## src/rtl/dma_irq_pkg.sv

```systemverilog
package dma_irq_pkg;
    typedef enum logic [1:0] {
        ST_IDLE = 2'd0,
        ST_PEND = 2'd1,
        ST_SERV = 2'd2
    } irq_state_t;

    localparam int NUM_CAUSES  = 4;
    localparam int CODE_W      = 2;
    localparam int CTL_W       = 8;
    localparam int CTL_EN_MT   = 0;
    localparam int CTL_EN_EOB  = 1;
    localparam int CTL_VEC_MOD = 5;
    localparam int CTL_EN_RDY  = 6;

    localparam logic [CODE_W-1:0] CAUSE_RDY   = 2'd0;
    localparam logic [CODE_W-1:0] CAUSE_MT    = 2'd1;
    localparam logic [CODE_W-1:0] CAUSE_EOB   = 2'd2;
    localparam logic [CODE_W-1:0] CAUSE_MTEOB = 2'd3;
endpackage

```

## src/rtl/dma_irq_cause_sel.sv

```systemverilog
module dma_irq_cause_sel
    import dma_irq_pkg::*;
(
    input  logic                  clk,
    input  logic                  rst,
    input  logic [NUM_CAUSES-1:0] req,
    input  logic                  en_mt,
    input  logic                  en_eob,
    input  logic                  en_rdy,
    output logic                  hit,
    output logic [CODE_W-1:0]     code
);
    logic [NUM_CAUSES-1:0] cause_en;
    logic [NUM_CAUSES-1:0] live;
    logic [NUM_CAUSES-1:0] grant;

    always_comb begin
        cause_en              = '0;
        cause_en[CAUSE_RDY]   = en_rdy;
        cause_en[CAUSE_MT]    = en_mt;
        cause_en[CAUSE_EOB]   = en_eob;
        cause_en[CAUSE_MTEOB] = en_mt | en_eob;
    end

    assign live = req & cause_en;

    // Highest code wins: later loop iterations override earlier ones.
    always_comb begin
        grant = '0;
        code  = '0;
        for (int k = 0; k < NUM_CAUSES; k++) begin
            if (live[k]) begin
                grant    = '0;
                grant[k] = 1'b1;
                code     = CODE_W'(k);
            end
        end
    end

    assign hit = |grant;

    p_one_cause_r6: assert property (@(posedge clk) disable iff (rst)
        $onehot0(grant))
        else $error("p_one_cause_r6");
endmodule

```

## src/rtl/dma_irq_vec_mod.sv

```systemverilog
module dma_irq_vec_mod #(
    parameter int VEC_W     = 8,
    parameter int FIELD_LSB = 1,
    parameter int FIELD_W   = 2
) (
    input  logic [VEC_W-1:0]   base,
    input  logic [FIELD_W-1:0] code,
    input  logic               modify,
    output logic [VEC_W-1:0]   vec
);
    localparam int FIELD_MSB = FIELD_LSB + FIELD_W - 1;

    for (genvar b = 0; b < VEC_W; b++) begin : g_bit
        if (b >= FIELD_LSB && b <= FIELD_MSB) begin : g_field
            assign vec[b] = modify ? code[b-FIELD_LSB] : base[b];
        end else begin : g_keep
            assign vec[b] = base[b];
        end
    end
endmodule

```

## src/rtl/dma_irq_chain.sv

```systemverilog
module dma_irq_chain
    import dma_irq_pkg::*;
#(
    parameter int VEC_W     = 8,
    parameter int CODE_LSB  = 1
) (
    input  logic             clk,
    input  logic             rst,
    input  logic             gie_wr,
    input  logic             gie_val,
    input  logic             rst_dis,
    input  logic [CTL_W-1:0] ctl,
    input  logic [VEC_W-1:0] vec_base,
    input  logic             req_rdy,
    input  logic             req_mt,
    input  logic             req_eob,
    input  logic             req_mteob,
    input  logic             iei,
    input  logic             ack,
    input  logic             reti,
    output logic             irq,
    output logic             ieo,
    output logic [VEC_W-1:0] vec_out,
    output logic             stat_ip_n
);
    irq_state_t        state, state_nx;
    logic              gie;
    logic [VEC_W-1:0]  vec_q;
    logic [VEC_W-1:0]  vec_new;
    logic              cause_hit;
    logic [CODE_W-1:0] cause_code;
    logic              accept;
    logic              take_ack;
    logic              ctl_unused;

    assign ctl_unused = ^{ctl[7], ctl[4:2]};

    dma_irq_cause_sel u_sel (
        .clk    (clk),
        .rst    (rst),
        .req    ({req_mteob, req_eob, req_mt, req_rdy}),
        .en_mt  (ctl[CTL_EN_MT]),
        .en_eob (ctl[CTL_EN_EOB]),
        .en_rdy (ctl[CTL_EN_RDY]),
        .hit    (cause_hit),
        .code   (cause_code)
    );

    dma_irq_vec_mod #(
        .VEC_W     (VEC_W),
        .FIELD_LSB (CODE_LSB),
        .FIELD_W   (CODE_W)
    ) u_vec (
        .base   (vec_base),
        .code   (cause_code),
        .modify (ctl[CTL_VEC_MOD]),
        .vec    (vec_new)
    );

    assign take_ack = (state == ST_PEND) && ack;
    assign accept   = cause_hit && gie && (state != ST_SERV) && !take_ack && !rst_dis;

    always_comb begin
        state_nx = state;
        unique case (state)
            ST_IDLE: if (accept)   state_nx = ST_PEND;
            ST_PEND: if (take_ack) state_nx = ST_SERV;
            ST_SERV: if (reti)     state_nx = ST_IDLE;
            default:               state_nx = ST_IDLE;
        endcase
        if (rst_dis) state_nx = ST_IDLE;
    end

    always_ff @(posedge clk) begin
        if (rst) begin
            state     <= ST_IDLE;
            gie       <= 1'b0;
            vec_q     <= '0;
            stat_ip_n <= 1'b1;
        end else begin
            state <= state_nx;
            if (rst_dis) begin
                gie       <= 1'b0;
                stat_ip_n <= 1'b1;
            end else begin
                if (gie_wr) gie <= gie_val;
                if (accept) begin
                    vec_q     <= vec_new;
                    stat_ip_n <= 1'b0;
                end
            end
        end
    end

    always_comb begin
        irq     = (state == ST_PEND);
        ieo     = iei && (state != ST_PEND);
        vec_out = take_ack ? vec_q : '0;
    end

    p_ieo_block_r2: assert property (@(posedge clk) disable iff (rst)
        irq |-> !ieo)
        else $error("p_ieo_block_r2");

    p_drop_in_service_r3: assert property (@(posedge clk) disable iff (rst)
        (state == ST_SERV && !reti) |=> !irq)
        else $error("p_drop_in_service_r3");

    p_ack_to_service_r7: assert property (@(posedge clk) disable iff (rst)
        (irq && ack && !rst_dis) |=> (!irq && state == ST_SERV))
        else $error("p_ack_to_service_r7");

    p_idle_ack_r8: assert property (@(posedge clk) disable iff (rst)
        (state == ST_SERV && ack && !reti && !rst_dis) |=> (state == ST_SERV))
        else $error("p_idle_ack_r8");

    p_release_r9: assert property (@(posedge clk) disable iff (rst)
        (state == ST_SERV && reti && !rst_dis) |=> (state == ST_IDLE))
        else $error("p_release_r9");

    p_stat_low_r10: assert property (@(posedge clk) disable iff (rst)
        irq |-> !stat_ip_n)
        else $error("p_stat_low_r10");

    p_abort_r11: assert property (@(posedge clk) disable iff (rst)
        rst_dis |=> (!irq && stat_ip_n && state == ST_IDLE))
        else $error("p_abort_r11");
endmodule

```

## config.mk

```make
export PLATFORM = sky130hd
export DESIGN_NAME = dma_irq_chain
export DESIGN_NICKNAME = d
export VERILOG_FILES = /design/src/rtl/dma_irq_pkg.sv /design/src/rtl/dma_irq_cause_sel.sv /design/src/rtl/dma_irq_vec_mod.sv /design/src/rtl/dma_irq_chain.sv
export SDC_FILE = /design/constraint.sdc
export NUM_CORES = 1
export LEC_CHECK = 0
export ABC_AREA = 1
export BUFFER_PORTS_ARGS = -buffer_cell sky130_fd_sc_hd__buf_2
export CAP_MARGIN = 5
export CORE_MARGIN = 4
export CORE_UTILIZATION = 37
export CTS_CLUSTER_SIZE = 14
export DETAILED_ROUTE_END_ITERATION = 8
export MAX_ROUTING_LAYER = met4
export PLACE_DENSITY = 0.73
export SYNTH_ARGS = -nofsm -noshare
export SYNTH_HDL_FRONTEND = slang
export SYNTH_SLANG_ARGS = --single-unit
```

## constraint.sdc

```tcl
create_clock -name clk -period 1.31 [get_ports clk]
set_clock_uncertainty 0.1 [all_clocks]
set_input_delay 0.393 -clock clk [delete_from_list [all_inputs] [get_ports clk]]
set_output_delay 0.393 -clock clk [all_outputs]
set_load 0.02 [all_outputs]
```

==> results.md <==
* # nets final at 189
* Post-route cell area at 0.00124 mm²
* Flops & latches, synth at 12
* Global-route wire length before repair at 3050 µm
* Critical path required time at 0.82 ns
* Drt via density at 4.70
* Cell Area, Synth at 651 µm²
* Site Rows at 14
* Reg clk slew, reported paths at 0.08 ns
* Failing checks: negative setup slack
* Critical Path Start Type: register
* RSZ-0062 raised after global routing: yes
* Total GRT Usage at 16.6%
* Post-Layout Cell Count at 176
* Setup tns final at -4.76 ns
* Hold Path Class: primary input to register
* Cell count after synthesis at 105
* Leakage at 0.596 nW
* DIE WIDTH at 49.9 µm
* Input/output buffers at 34
* R2r setup slk at -0.17 ns
* Drt pass-1 iters at 4
* Final period util at 129%
* Final Max Slew Viols at 0
* Post-CTS Hold Buffers at 0
* Setup crit end kind: primary output
* Worst hold slack at 0.185 ns
* Final setup margin at -0.375 ns
* Sequential element share of the synthesized area at 36.9%
* Fmax at 593 MHz
* ANT cells at 0
* Syn Nets at 133
* Largest net degree at the start of global routing at 9
* Relative slew slack at 74.5%
* Via count at 828
* Avg Inst Size Synth at 6.20 µm²
* DRT antenna net count at 0
* Synth cell types at 18
* Die H at 49.9 µm
* Placed insts at 163
* Core area at 0.00158 mm²
* Share of cells above drive strength 1 at 56.3%
* Final setup fails at 20
* CTS tree: built
* Cell Area, Placed at 972 µm²
* Max FO, Critical Path at 8
* Power Density at 687 mW/mm²
* Initial antenna violation count at 0
* Max_cap viols at 0
* Initial drt markers at 9
* RD Place Congestion at 0.690
* DR WL/cell at 12.7 µm
* Clock Latency Late Sink at 0.29 ns
* Clk sink count at 12
* VDD IR max at 0.000687 V
* Final Critical Period at 1.69 ns
* Post-Route WL at 2240 µm
* Total congestion overflow at 0
* Die area at 0.00249 mm²
* Area growth syn-to-layout at 90.8%
* DRC viols at 0
* Kind of critical path: register to primary output
* Vias in the first global route at 749
* CTS buffer count at 3
* Synth warn at 0
* H-tree Lvls at 1
* Critical Path AT at 1.19 ns
* Outcome: finished with violations
* HPWL Detailed at 1230 µm
* Clk root buf: clkbuf_4
* Starting Density at 41.3%
* CTS Buffer Depth at 2
* Ports at 39
* Final Hold Vio Count at 0
* Worst Max-Slew Pin Slew at 0.382 ns
==> routing by layer <==
layer	vias up	share of wire, %	routed length (µm)	track usage (%)
li1	424	-	-	-
met1	367	37	830	16.3
met2	29	54	1210	29.3
met3	8	5.4	122	4.52
met4	0	3.5	78	9.22
met5	-	0	0	-
==> placed cells by master, fill, tap and decap left out <==
master / instances
nand2_2: 6
dfxtp_4: 1
nor2_4: 14
buf_6: 15
nand3_1: 2
nand3_4: 3
o21ai_2: 1
inv_6: 1
buf_4: 12
a21oi_1: 2
inv_8: 1
o21ai_0: 2
clkbuf_4: 3
nand2_1: 23
buf_2: 23
dfxtp_2: 2
o21a_1: 1
inv_1: 16
dfxtp_1: 9
nand2_4: 1
clkinv_1: 1
nor2_1: 12
inv_2: 2
nor2_2: 4
clkbuf_8: 1
o21ai_1: 1
nand4_1: 1
==> critical path, stage by stage, from the launching register on <==
cell and delay [ns]:
dfxtp_2 0.33, inv_2 0.06, nand2_4 0.05, nor2_4 0.15, inv_8 0.09, nor2_4 0.11, buf_6 0.11
==> final cells by class <==
| class | count | area [µm²] |
|---|---|---|
| tap | 16 | 20.0 |
| clock buffer | 4 | 36.3 |
| timing repair buffer | 50 | 374 |
| inverter | 21 | 91.3 |
| sequential | 12 | 246 |
| multi-input combinational | 73 | 473 |
| fill | 107 | 335 |
==> sequential cells by signal, summed over array words and instances (netlist names) <==
signal,cells
state,2
gie,1
vec_q,8
stat_ip_n,1
==> timing repair <==
item                       4_1_cts  5_1_grt
cloned                           2        0
setup buffers                    3        4
setup endpoints to repair       19       21
resized for setup               30       22
pin swaps                        5        6
==> final timing paths <==
path	from	cells past startpoint	end
setup / recovery	state[1]	6	vec_out[4]
hold / removal	gie_wr	2	gie
setup reg to reg	state[0]	10	vec_q[7]
hold reg to reg	stat_ip_n	2	stat_ip_n
==> synthesized netlist by cell type (all sizes together) <==
cell type  instances  area share (%)
nand2             30              18
nor2              30              20
inv               20              12
dfxtp             12              37
o21ai              4             3.7
nand3              3             4.2
a21oi              2             1.5
buf                1             1.7
clkinv             1            0.58
nand4              1            0.96
o21a               1             1.2
==> through the flow <==
| step | total power [mW] | setup slack, ns | utilization [%] |
|---|---|---|---|
| 2_1_floorplan | 0.450 | -0.0344 | - |
| 5_1_grt | 0.888 | -0.450 | 78.7 |
| 3_3_place_gp | 0.506 | -0.193 | 61.7 |
| 6_report | 0.853 | -0.375 | 78.7 |
| 3_5_place_dp | 0.510 | -0.199 | 61.7 |
| 4_1_cts | 0.833 | -0.381 | 72.1 |
==> report_power, final <==
| part | total, mW | leakage (nW) | switching, mW | internal (mW) |
|---|---|---|---|---|
| clock network | 0.312 | 0.0210 | 0.143 | 0.170 |
| registers | 0.375 | 0.0980 | 0.00335 | 0.372 |
| logic | 0.165 | 0.477 | 0.0908 | 0.0745 |
| total | 0.853 | 0.596 | 0.237 | 0.616 |
==> kinds of logic after synthesis <==
| group | after synthesis | share of synthesized area, % |
|---|---|---|
| and+or+nand+nor | 64 | 42.9 |
| AOI/OAI and AO/OA | 7 | 6.35 |
| DFF | 12 | 36.9 |
| buffers and inverters | 22 | 13.8 |
Note: power is estimated with default switching activity, not from simulation.
